===== src/rtl/synth_lock_pkg.sv =====
package synth_lock_pkg;

    // Edges this many samples apart still count as in window.
    localparam int unsigned DEF_SLACK   = 1;
    // A lone edge becomes out of window after this many samples.
    localparam int unsigned DEF_TIMEOUT = 2;
    // In-window comparisons in a row needed to declare lock.
    localparam int unsigned DEF_RUN     = 4;

    typedef enum logic [1:0] {
        CMP_IDLE      = 2'd0,
        CMP_WAIT_MAIN = 2'd1,
        CMP_WAIT_REF  = 2'd2
    } cmp_state_e;

    typedef struct packed {
        logic valid;
        logic in_win;
    } cmp_result_t;

    function automatic logic pwr_map(input logic en, input logic mode);
        return en ? mode : ~mode;
    endfunction

endpackage


===== src/rtl/slc_pwr_ctrl.sv =====
module slc_pwr_ctrl
    import synth_lock_pkg::*;
(
    input  logic clk,
    input  logic rst,
    input  logic en_bit,
    input  logic mode_en,
    output logic pwr_q,
    output logic sync_q
);
    logic pwr_next;

    assign pwr_next = pwr_map(en_bit, mode_en);

    always_ff @(posedge clk) begin
        if (rst) begin
            pwr_q  <= 1'b0;
            sync_q <= 1'b0;
        end else begin
            pwr_q  <= pwr_next;
            sync_q <= pwr_next & ~pwr_q;
        end
    end
endmodule


===== src/rtl/slc_edge_cmp.sv =====
module slc_edge_cmp
    import synth_lock_pkg::*;
#(
    parameter int unsigned SLACK   = DEF_SLACK,
    parameter int unsigned TIMEOUT = DEF_TIMEOUT
) (
    input  logic        clk,
    input  logic        rst,
    input  logic        enable,
    input  logic        ref_div,
    input  logic        main_div,
    output cmp_result_t result
);
    localparam int unsigned CW = $clog2(TIMEOUT + 1);
    localparam logic [CW-1:0] SLACK_C = CW'(SLACK);
    localparam logic [CW-1:0] TOUT_C  = CW'(TIMEOUT);

    cmp_state_e    state;
    logic [CW-1:0] gap_cnt;
    logic          ref_d, main_d;
    logic          ref_e, main_e, other_e;

    assign ref_e   = ref_div & ~ref_d;
    assign main_e  = main_div & ~main_d;
    assign other_e = (state == CMP_WAIT_MAIN) ? main_e : ref_e;

    always_ff @(posedge clk) begin
        if (rst) begin
            ref_d  <= 1'b0;
            main_d <= 1'b0;
        end else begin
            ref_d  <= ref_div;
            main_d <= main_div;
        end
    end

    always_ff @(posedge clk) begin
        if (rst || !enable) begin
            state   <= CMP_IDLE;
            gap_cnt <= '0;
            result  <= '0;
        end else begin
            result <= '0;
            case (state)
                CMP_IDLE: begin
                    if (ref_e && main_e) begin
                        result <= '{valid: 1'b1, in_win: 1'b1};
                    end else if (ref_e) begin
                        state   <= CMP_WAIT_MAIN;
                        gap_cnt <= CW'(1);
                    end else if (main_e) begin
                        state   <= CMP_WAIT_REF;
                        gap_cnt <= CW'(1);
                    end
                end
                default: begin
                    if (other_e && gap_cnt <= SLACK_C) begin
                        result <= '{valid: 1'b1, in_win: 1'b1};
                        state  <= CMP_IDLE;
                    end else if (other_e || gap_cnt >= TOUT_C) begin
                        result <= '{valid: 1'b1, in_win: 1'b0};
                        state  <= CMP_IDLE;
                    end else begin
                        gap_cnt <= gap_cnt + CW'(1);
                    end
                end
            endcase
        end
    end
endmodule


===== src/rtl/slc_lock_filter.sv =====
module slc_lock_filter
    import synth_lock_pkg::*;
#(
    parameter int unsigned RUN = DEF_RUN
) (
    input  logic        clk,
    input  logic        rst,
    input  logic        pwr,
    input  cmp_result_t result,
    output logic        lock_q
);
    localparam int unsigned RW = $clog2(RUN + 1);
    localparam logic [RW-1:0] LAST_C = RW'(RUN - 1);
    localparam logic [RW-1:0] FULL_C = RW'(RUN);

    logic [RW-1:0] run_cnt;

    always_ff @(posedge clk) begin
        if (rst || !pwr) begin
            run_cnt <= '0;
            lock_q  <= 1'b0;
        end else if (result.valid) begin
            if (!result.in_win) begin
                run_cnt <= '0;
                lock_q  <= 1'b0;
            end else if (run_cnt >= LAST_C) begin
                run_cnt <= FULL_C;
                lock_q  <= 1'b1;
            end else begin
                run_cnt <= run_cnt + RW'(1);
            end
        end
    end
endmodule


===== src/rtl/synth_lock_ctrl.sv =====
module synth_lock_ctrl
    import synth_lock_pkg::*;
#(
    parameter int unsigned SLACK   = DEF_SLACK,
    parameter int unsigned TIMEOUT = DEF_TIMEOUT,
    parameter int unsigned RUN     = DEF_RUN
) (
    input  logic clk,
    input  logic rst,
    input  logic ref_div,
    input  logic main_div,
    input  logic en_bit,
    input  logic mode_en,
    output logic lock,
    output logic synth_pwr,
    output logic div_sync
);
    logic        pwr_q;
    logic        lock_q;
    cmp_result_t cmp_res;

    slc_pwr_ctrl i_pwr (
        .clk     (clk),
        .rst     (rst),
        .en_bit  (en_bit),
        .mode_en (mode_en),
        .pwr_q   (pwr_q),
        .sync_q  (div_sync)
    );

    slc_edge_cmp #(.SLACK(SLACK), .TIMEOUT(TIMEOUT)) i_cmp (
        .clk      (clk),
        .rst      (rst),
        .enable   (pwr_q),
        .ref_div  (ref_div),
        .main_div (main_div),
        .result   (cmp_res)
    );

    slc_lock_filter #(.RUN(RUN)) i_filt (
        .clk    (clk),
        .rst    (rst),
        .pwr    (pwr_q),
        .result (cmp_res),
        .lock_q (lock_q)
    );

    assign synth_pwr = pwr_q;
    assign lock      = lock_q & pwr_q;
endmodule


===== config.mk =====
export PLATFORM = sky130hd
export DESIGN_NAME = synth_lock_ctrl
export DESIGN_NICKNAME = d
export VERILOG_FILES = /design/src/rtl/synth_lock_pkg.sv /design/src/rtl/slc_pwr_ctrl.sv /design/src/rtl/slc_edge_cmp.sv /design/src/rtl/slc_lock_filter.sv /design/src/rtl/synth_lock_ctrl.sv
export SDC_FILE = /design/constraint.sdc
export NUM_CORES = 1
export LEC_CHECK = 0
export BUFFER_PORTS_ARGS = -buffer_cell sky130_fd_sc_hd__buf_2
export CAP_MARGIN = 25
export CORE_ASPECT_RATIO = 1.1
export CORE_MARGIN = 1
export CORE_UTILIZATION = 45
export CTS_BUF_LIST = sky130_fd_sc_hd__clkbuf_8
export DETAILED_ROUTE_END_ITERATION = 8
export PLACE_DENSITY = 0.68
export SLEW_MARGIN = 20
export SYNTH_ARGS = -nofsm -noshare
export SYNTH_HDL_FRONTEND = slang
export SYNTH_HIERARCHICAL = 1
export SYNTH_SLANG_ARGS = --single-unit

===== constraint.sdc =====
create_clock -name clk -period 1.8 [get_ports clk]
set_input_delay 0.09 -clock clk [delete_from_list [all_inputs] [get_ports clk]]
set_output_delay 0.09 -clock clk [all_outputs]
set_load 0.01 [all_outputs]

### Yosys cells after proc, flatten, opt, wreduce, memory -nomap -nowiden

Index checks and enable logic that the tools add are counted.

* register bits: 14
* input port bits: 6

* add/sub/neg operators: 2
* $lt $le $gt $ge: 3
* eq/ne operators: 6
* multiplexer cells: 22
* bitwise gates (word level): 8
* reductions and logical operators: 10

Operators with widths (number)
* $mux 2: 16
* $mux 3: 2
* $ne 2x2->1 const B: 3
* $and 1x1->1: 4
* $mux 1: 4
* $not 1->1: 4
* $reduce_and 4->1: 1
* $add 3x1->3 const B: 1
* $ge 3x2->1 const B: 1
* $ne 3x1->1 const B: 1
* $reduce_and 3->1: 1
* $reduce_bool 3->1: 1
* $add 2x1->2 const B: 1
* $eq 2x1->1 const B: 1
* $ge 2x2->1 const B: 1
* $le 2x1->1 const B: 1
* $logic_and 1x1->1: 2
* $logic_not 2->1: 1
* $logic_or 1x1->1: 2
* $ne 2x1->1 const B: 1
* $reduce_and 2->1: 1
* $logic_not 1->1: 1

### Longest topological paths before layout

Gate-level depths: netlist of the first run.

* word-level depth: 7
* depth in mapped cells: 6
* gate-level depth less buffers: 6

### Hierarchy

The synthesis of the first run kept the hierarchy.

By module, submodules not included
* slc_edge_cmp: times used 1, cells each 44, area an instance 417.9 sq um, sequential area each 160.2 sq um
* slc_lock_filter: times used 1, cells each 22, area an instance 200.2 sq um, sequential area each 80.1 sq um
* slc_pwr_ctrl: times used 1, cells each 5, area an instance 62.6 sq um, sequential area each 40.0 sq um
* synth_lock_ctrl: times used 1, cells each 1, area an instance 6.3 sq um, sequential area each 0.0 sq um

### Worst setup path before layout of the first run

No wires, ideal clock.

* path type: register to register
* start: register i_filt.run_cnt[0]
* end: register i_filt.run_cnt[0]
* setup time: 0.070 ns
* arrival time: 1.255 ns
* required time: 1.730 ns
* slack: 0.476 ns
* cell stages (with the launch flop): 5
* buffers on the path: 0
* cells stage by stage: dfxtp_1 -> ha_1 -> ha_1 -> or4_1 -> a21oi_1

* longest elaborated chain between the ends: 3
* elaborated cells on any way between the ends: 4
* those cells by class: add/sub: 1; order compare: 1; mux: 2

Ends and longest elaborated chain
* start: declaration: RTL line slc_lock_filter.sv:16 `logic [RW-1:0] run_cnt;`
* start signal: assignment: RTL line slc_lock_filter.sv:30 `run_cnt <= run_cnt + RW'(1);`
* $add 3x1->3 or $ge 3x2->1 (tied branches): RTL line slc_lock_filter.sv:30, slc_lock_filter.sv:26
* $mux 3 *: RTL line slc_lock_filter.sv:26 `end else if (run_cnt >= LAST_C) begin`
* $mux 3 *: RTL line slc_lock_filter.sv:23 `if (!result.in_win) begin`

Mark *: on every way between the ends. The rest lies on a longest branch, timed or not.
A chain may end at the register's enable or synchronous reset.

### Final worst setup path of the first run

* start: register i_filt.run_cnt[0]
* end: register i_filt.lock_q

* longest elaborated chain between the ends: 3

Ends and longest elaborated chain
* $ge 3x2->1: RTL line slc_lock_filter.sv:26
* $ne 2x1->1 (no source line)
* $reduce_and 2->1 (no source line)
* end signal: assignment: RTL line slc_lock_filter.sv:21 `lock_q <= 1'b0;`
* end signal: assignment: RTL line slc_lock_filter.sv:25 `lock_q <= 1'b0;`
* end signal: assignment: RTL line slc_lock_filter.sv:28 `lock_q <= 1'b1;`
* end: declaration: RTL line slc_lock_filter.sv:10 `output logic lock_q`

No other way between the ends.

==> impl_results.md, run 1 <==
- Status: complete, no violations
- Seq pwr share: 47.9%
- Final period util: 79.8%
- Slew margin rel.: 73.2%
- Combinational fraction of design power: 8.0%
- Num CTS Buffers: 3
- Max Fanout on Critical Path: 4
- H-Tree Level Count: 1
- Final WL: 1090 um
- Largest net degree at the start of global routing: 10
- Critical Path, Cell by Cell: ha_1 > ha_1 > a211oi_1 > nor2b_1 > o21a_1
- NetSw: 141 uW
- Fin nets: 94
- Clock skew: 0.00408 ns
- Residual DRC: 0
- Max clock buf depth: 2
- Cell Area, Synth: 687 um^2
- Ys Warns: 6
- DR WL/cell: 11.0 um
- Worst Path Class, Setup: reg2reg
- Main synth FF type: dfxtp_1
- Startpoint Class: flop
- Routed Antenna Nets: 0
- Vias/cell: 5.24
- Seq cells post-synth: 14
- Slew Limit Fails: 0
- R2R setup slack: 0.36 ns
- Top cell by count, worst path: ha_1
- Post CTS Setup Buffer Count: 0
- Sequential element share of the synthesized area: 40.8%
- DRT Pass-1 Iters: 4
- Cell Count, Final, Fillers Out: 99
- Worst skew pair latency: 0.24 ns
- Initial core utilization: 49.0%
- Final Setup Violations: 0
- Drt initial violations: 9
- Ant diodes: 0
- Largest cells by area after synthesis: dfxtp_1 41%, ha_1 7.3%, nand2b_1 6.4%
- TritonCTS clock tree: built
- FFs w/ async S/R, synth: 0%
- Net Sw Frac: 20.8%
- Clk Tree Root Cell: clkbuf_8
- TritonCTS sink count: 14
- Initial antenna violation count: 0
- HP Class: in2reg
- Int Power: 538 uW
- Post-CTS Resized: 0
- P per Cell Area: 859 mW/mm^2
- Unrepaired setup endpoints after global routing: false
- Worst vdd ir: 431 uV
- Number of global-route vias before repair: 511
- Area Growth Syn to Fin: 15.1%
- P_leak: 0.000293 uW
- Die Span Y: 43.0 um
- Vias post-DR: 519
- Hold path cells: 2
- Global Route Usage Sum: 17.3%
- Syn Nets: 82
- Hold_buf cts: 0
- PortBufs: 8
- Die W: 39.3 um
- Syn avg cell area: 9.54 um^2
- Fmax: 697 MHz
- Slowest stage delay, CP: 0.34 ns
- Ratio of cells with drive above 1 in the final layout: 20.5%
- Routability cong.: 0.771
- Endpoints failing hold: 0
- Grt ovf: 0
- Worst-path clk slew: 0.06 ns
- Worst endpoint required time: 1.93 ns
- Most frequent cells in the layout: 14 x dfxtp_1, 8 x buf_2, 7 x nand2b_1
- # fillers: 139
- Rows: 14
- Max-Cap Viols: 0
- Fin Setup TNS: 0 ns
- Dominant cell type by area after synthesis: dfxtp_1
- Distinct cells, synth: 31
- Syn Inst Count: 72
- Commonest non-fill, non-tap cell in the layout: dfxtp_1
- Worst reg-to-reg path cell count: 5
- Dpl hpwl: 821 um
- Dpl cells: 95
- Core area: 0.00140 mm^2
- CP Data Arrival Time: 1.57 ns
- Number of synthesized flops with an enable pin: 0
- CP Capture Type: flop
- Clk pwr share: 44.1%
- Period minus WS final: 1.44 ns
- Least-Margin Pin Slew: 0.399 ns
- Critical Path Slowest Stage Cell: a211oi_1
- Top-area cell type share of the netlist area: 40.8%
- First-pass GRT wire length: 2060 um
- I/O pins: 9
- Die area: 0.00169 mm^2
[critical path: cells and delay by family (launching register included)]
family | cells | cell delay [ns]
adders and majority gates | 2 | 0.39
AOI/OAI and AO/OA | 2 | 0.51
and+or+nand+nor | 1 | 0.10
DFF | 1 | 0.33
[power groups by stage]
| stage | clock network (uW) | registers [uW] | logic [uW] |
|---|---|---|---|
| floorplan | 0 | 333 | 39.1 |
| global placement | 0 | 332 | 53.6 |
| detailed placement | 0 | 333 | 54.1 |
| CTS | 310 | 326 | 54.3 |
| global route | 325 | 327 | 62.5 |
| finish | 300 | 326 | 54.2 |
[metal layers]
layer	up-vias	wire length (um)	global-route usage, %
met2	9	491	26.7
met4	0	9	8.28
met3	2	25	3.14
met5	-	0	0
li1	280	-	-
met1	228	563	22.6
[flip-flops by register name (all words and copies together) (netlist names)]
register and cells:
i_cmp/main_d 1, i_cmp/state 2, i_cmp/result 2, i_pwr/sync_q 1
i_cmp/gap_cnt 2, i_filt/run_cnt 3, i_pwr/pwr_q 1, i_cmp/ref_d 1
i_filt/lock_q 1
[synthesized netlist by cell type (all sizes together) (2+ instances only)]
cell type  number
inv             5
ha              4
nor2b           4
nor3            3
a21oi           6
and2            2
nand2b          7
xor2            2
dfxtp          14
a221oi          2
o21ai           2
nor2            4
[through the flow]
stage	util [%]	hold slack [ns]	total power (uW)	instance area (um^2)	setup WS [ns]
CTS	56.4	0.0737	690	791	0.386
global route	56.4	0.0902	714	791	0.212
finish	56.4	0.0765	680	791	0.364
global placement	52.5	0.320	386	736	0.401
detailed placement	52.5	0.325	387	736	0.404
floorplan	-	0.160	372	687	0.476
[cell families after synthesis]
family	Yosys count	share of synthesized area (%)
AND/OR/NAND/NOR	26	23.9
AO/OA/AOI/OAI	19	19.5
flip-flops	14	40.8
buffers and inverters	6	4.37
adder cells (fa/ha/maj)	4	7.29
XOR/XNOR	2	2.55
multiplexers	1	1.64
[layout make-up]
type	instances	area (um^2)	share of cell area, %
Clock buffer	4	55.1	6.96
Inverter	5	18.8	2.37
Multi-Input combinational cell	52	377	47.6
Sequential cell	14	280	35.4
Tap cell	16	20.0	2.53
Timing Repair Buffer	8	40.0	5.06
[worst paths after layout]
check,from,endpoint
max,i_filt/run_cnt[0]$_SDFFE_PP0P_,i_filt/lock_q$_SDFFE_PP0P_
min,rst,i_cmp/ref_d$_SDFF_PP0_
max reg2reg,i_filt/run_cnt[0]$_SDFFE_PP0P_,i_filt/lock_q$_SDFFE_PP0P_
min reg2reg,i_filt/lock_q$_SDFFE_PP0P_,i_filt/lock_q$_SDFFE_PP0P_
No activity file was read; power rests on OpenSTA's default activity.
==> run 2: changes to the inputs <==
==> constraint.sdc (replaced) <==
create_clock -name clk -period 1.46 [get_ports clk]
set_input_delay 0.073 -clock clk [delete_from_list [all_inputs] [get_ports clk]]
set_output_delay 0.073 -clock clk [all_outputs]
set_load 0.01 [all_outputs]
==> impl_results.md, run 2 (synthesis gave the netlist of run 1 again) <==
- Status: complete, no violations
- Int Power: 664 uW
- Post-Place Setup Slack: 0.0448 ns
- Worst vdd ir: 974 uV
- Clk Tree Root Cell: clkbuf_8
- Final period util: 95.9%
- TritonCTS sink count: 14
- Unrepaired setup endpoints after global routing: false
- Number of global-route vias before repair: 424
- Net Sw Frac: 20.8%
- HP Class: in2reg
- CP Data Arrival Time: 1.58 ns
- Origin of the worst min-delay path: rst
- Most frequent cells in the layout: 14 x dfxtp_1, 8 x buf_2, 7 x nand2b_1
- Dpl cells: 96
- H-Tree Level Count: 1
- TritonCTS clock tree: built
- Critical Path Slowest Stage Cell: or4_1
- Post-CTS Resized: 0
- Max clock buf depth: 2
- Drt initial violations: 11
- R2R setup slack: 0.06 ns
- Slew margin rel.: 78.7%
- Die area: 0.00169 mm^2
- Initial core utilization: 49.0%
- Reg with most FFs: i_filt/run_cnt
- Num CTS Buffers: 3
- Worst reg-to-reg path cell count: 4
- DR WL/cell: 11.2 um
- P_leak: 0.000300 uW
- Global Route Usage Sum: 15.4%
- Setup slack after layout: 0.0592 ns
- NetSw: 174 uW
- Grt ovf: 0
- Vias/cell: 5.45
- Fmax: 714 MHz
- Worst Path Class, Setup: reg2reg
- Die Span Y: 43.0 um
- Fin Setup TNS: 0 ns
- Hold_buf cts: 0
- Ratio of cells with drive above 1 in the final layout: 23.8%
- Max Fanout on Critical Path: 4
- P per Cell Area: 1040 mW/mm^2
- Startpoint Class: flop
- Slew Limit Fails: 0
- Multi-input gate area: 384 um^2
- Worst-path clk slew: 0.05 ns
- Seq pwr share: 47.9%
- Initial antenna violation count: 0
- Core area: 0.00140 mm^2
- I/O pins: 9
- Final WL: 1120 um
- PortBufs: 8
- Routed Antenna Nets: 0
- Max-Cap Viols: 0
- Worst r2r src: i_filt/run_cnt[0]$_SDFFE_PP0P_
- First-pass GRT wire length: 1750 um
- Worst endpoint required time: 1.64 ns
- Top cell by count, worst path: ha_1
- Period minus WS final: 1.40 ns
- Largest net degree at the start of global routing: 10
- Ant diodes: 0
- Area Growth Syn to Fin: 17.3%
- Clk pwr share: 44.1%
- Dpl hpwl: 810 um
- Max FFs per register: 3
- DRT Pass-1 Iters: 4
- Endpoints failing hold: 0
- Worst skew pair latency: 0.24 ns
- Fin nets: 95
- Reg2Reg Capture Point: i_filt/run_cnt[0]$_SDFFE_PP0P_
- Residual DRC: 0
- Die W: 39.3 um
- Slowest stage delay, CP: 0.47 ns
- Vias post-DR: 545
- Cell Count, Final, Fillers Out: 100
- Post CTS Setup Buffer Count: 0
- Hold path cells: 2
- Rows: 14
- End of the worst hold path: i_pwr/pwr_q$_SDFF_PP0_
- CP Capture Type: flop
- Commonest non-fill, non-tap cell in the layout: dfxtp_1
- Final Setup Violations: 0
- Clock skew: 0.000417 ns
- Critical Path, Cell by Cell: ha_1 > ha_1 > or4_1 > a21oi_1
- # fillers: 126
- Register area: 280 um^2
- Routability cong.: 0.823
- Least-Margin Pin Slew: 0.311 ns
- Combinational fraction of design power: 8.0%
## run 2: changes by cell type in the layout (fill, tap and decap cells not counted)
cell	change
a211oi_1	-1
a211oi_2	+1
buf_4	+1
nor2_1	-1
nor2_2	+1
## run 2: worst max-delay path by stage
stage,cells after the start,end,startpoint
global route,5,i_cmp/state[0]$_SDFFE_PP0P_,i_cmp/gap_cnt[1]$_SDFFE_PP0P_
global placement,5,i_filt/lock_q$_SDFFE_PP0P_,i_filt/run_cnt[0]$_SDFFE_PP0P_
finish,4,i_filt/run_cnt[0]$_SDFFE_PP0P_,i_filt/run_cnt[0]$_SDFFE_PP0P_
floorplan,4,i_filt/run_cnt[0]$_SDFFE_PP0P_,i_filt/run_cnt[0]$_SDFFE_PP0P_
CTS,5,i_filt/lock_q$_SDFFE_PP0P_,i_filt/run_cnt[0]$_SDFFE_PP0P_
detailed placement,5,i_filt/lock_q$_SDFFE_PP0P_,i_filt/run_cnt[0]$_SDFFE_PP0P_
## run 2: cell type report
| class | count | area share (%) |
|---|---|---|
| flip-flops and latches | 14 | 34.8 |
| inverters | 5 | 2.33 |
| clock buffers | 4 | 6.83 |
| well taps | 16 | 2.48 |
| multi-input cells | 52 | 47.7 |
| repair buffers | 9 | 5.90 |
## run 2: through the flow
step / cell area, um^2 / hold WS (ns) / total power [uW] / util (%)
2_1_floorplan: 687 / 0.143 / 459 / -
3_3_place_gp: 743 / 0.302 / 476 / 53.0
3_5_place_dp: 743 / 0.308 / 477 / 53.0
4_1_cts: 798 / 0.0488 / 852 / 57.0
5_1_grt: 806 / 0.0783 / 875 / 57.5
6_report: 806 / 0.0543 / 838 / 57.5
## run 2: routing by layer
layer  vias to the layer above  GRT usage [%]  wire length, um
met1                       248           20.5              551
met4                         0           8.28               19
met5                         -              0                0
met3                         4           6.28               45
met2                        11           20.7              500
li1                        282              -                -
## run 2: worst max-delay path, delay by kind of cell, from the launching register on
kind	cells	cell delay [ns]
flops	1	0.34
simple gates	1	0.47
compound gates	1	0.12
fa+ha+maj	2	0.41
## run 2: power groups by stage
stage               combinational [uW]  sequential [uW]  clock (uW)
finish                            67.5              401         369
floorplan                         48.2              411           0
global placement                  66.1              410           0
detailed placement                67.0              410           0
CTS                               67.6              402         383
global route                      76.7              403         395
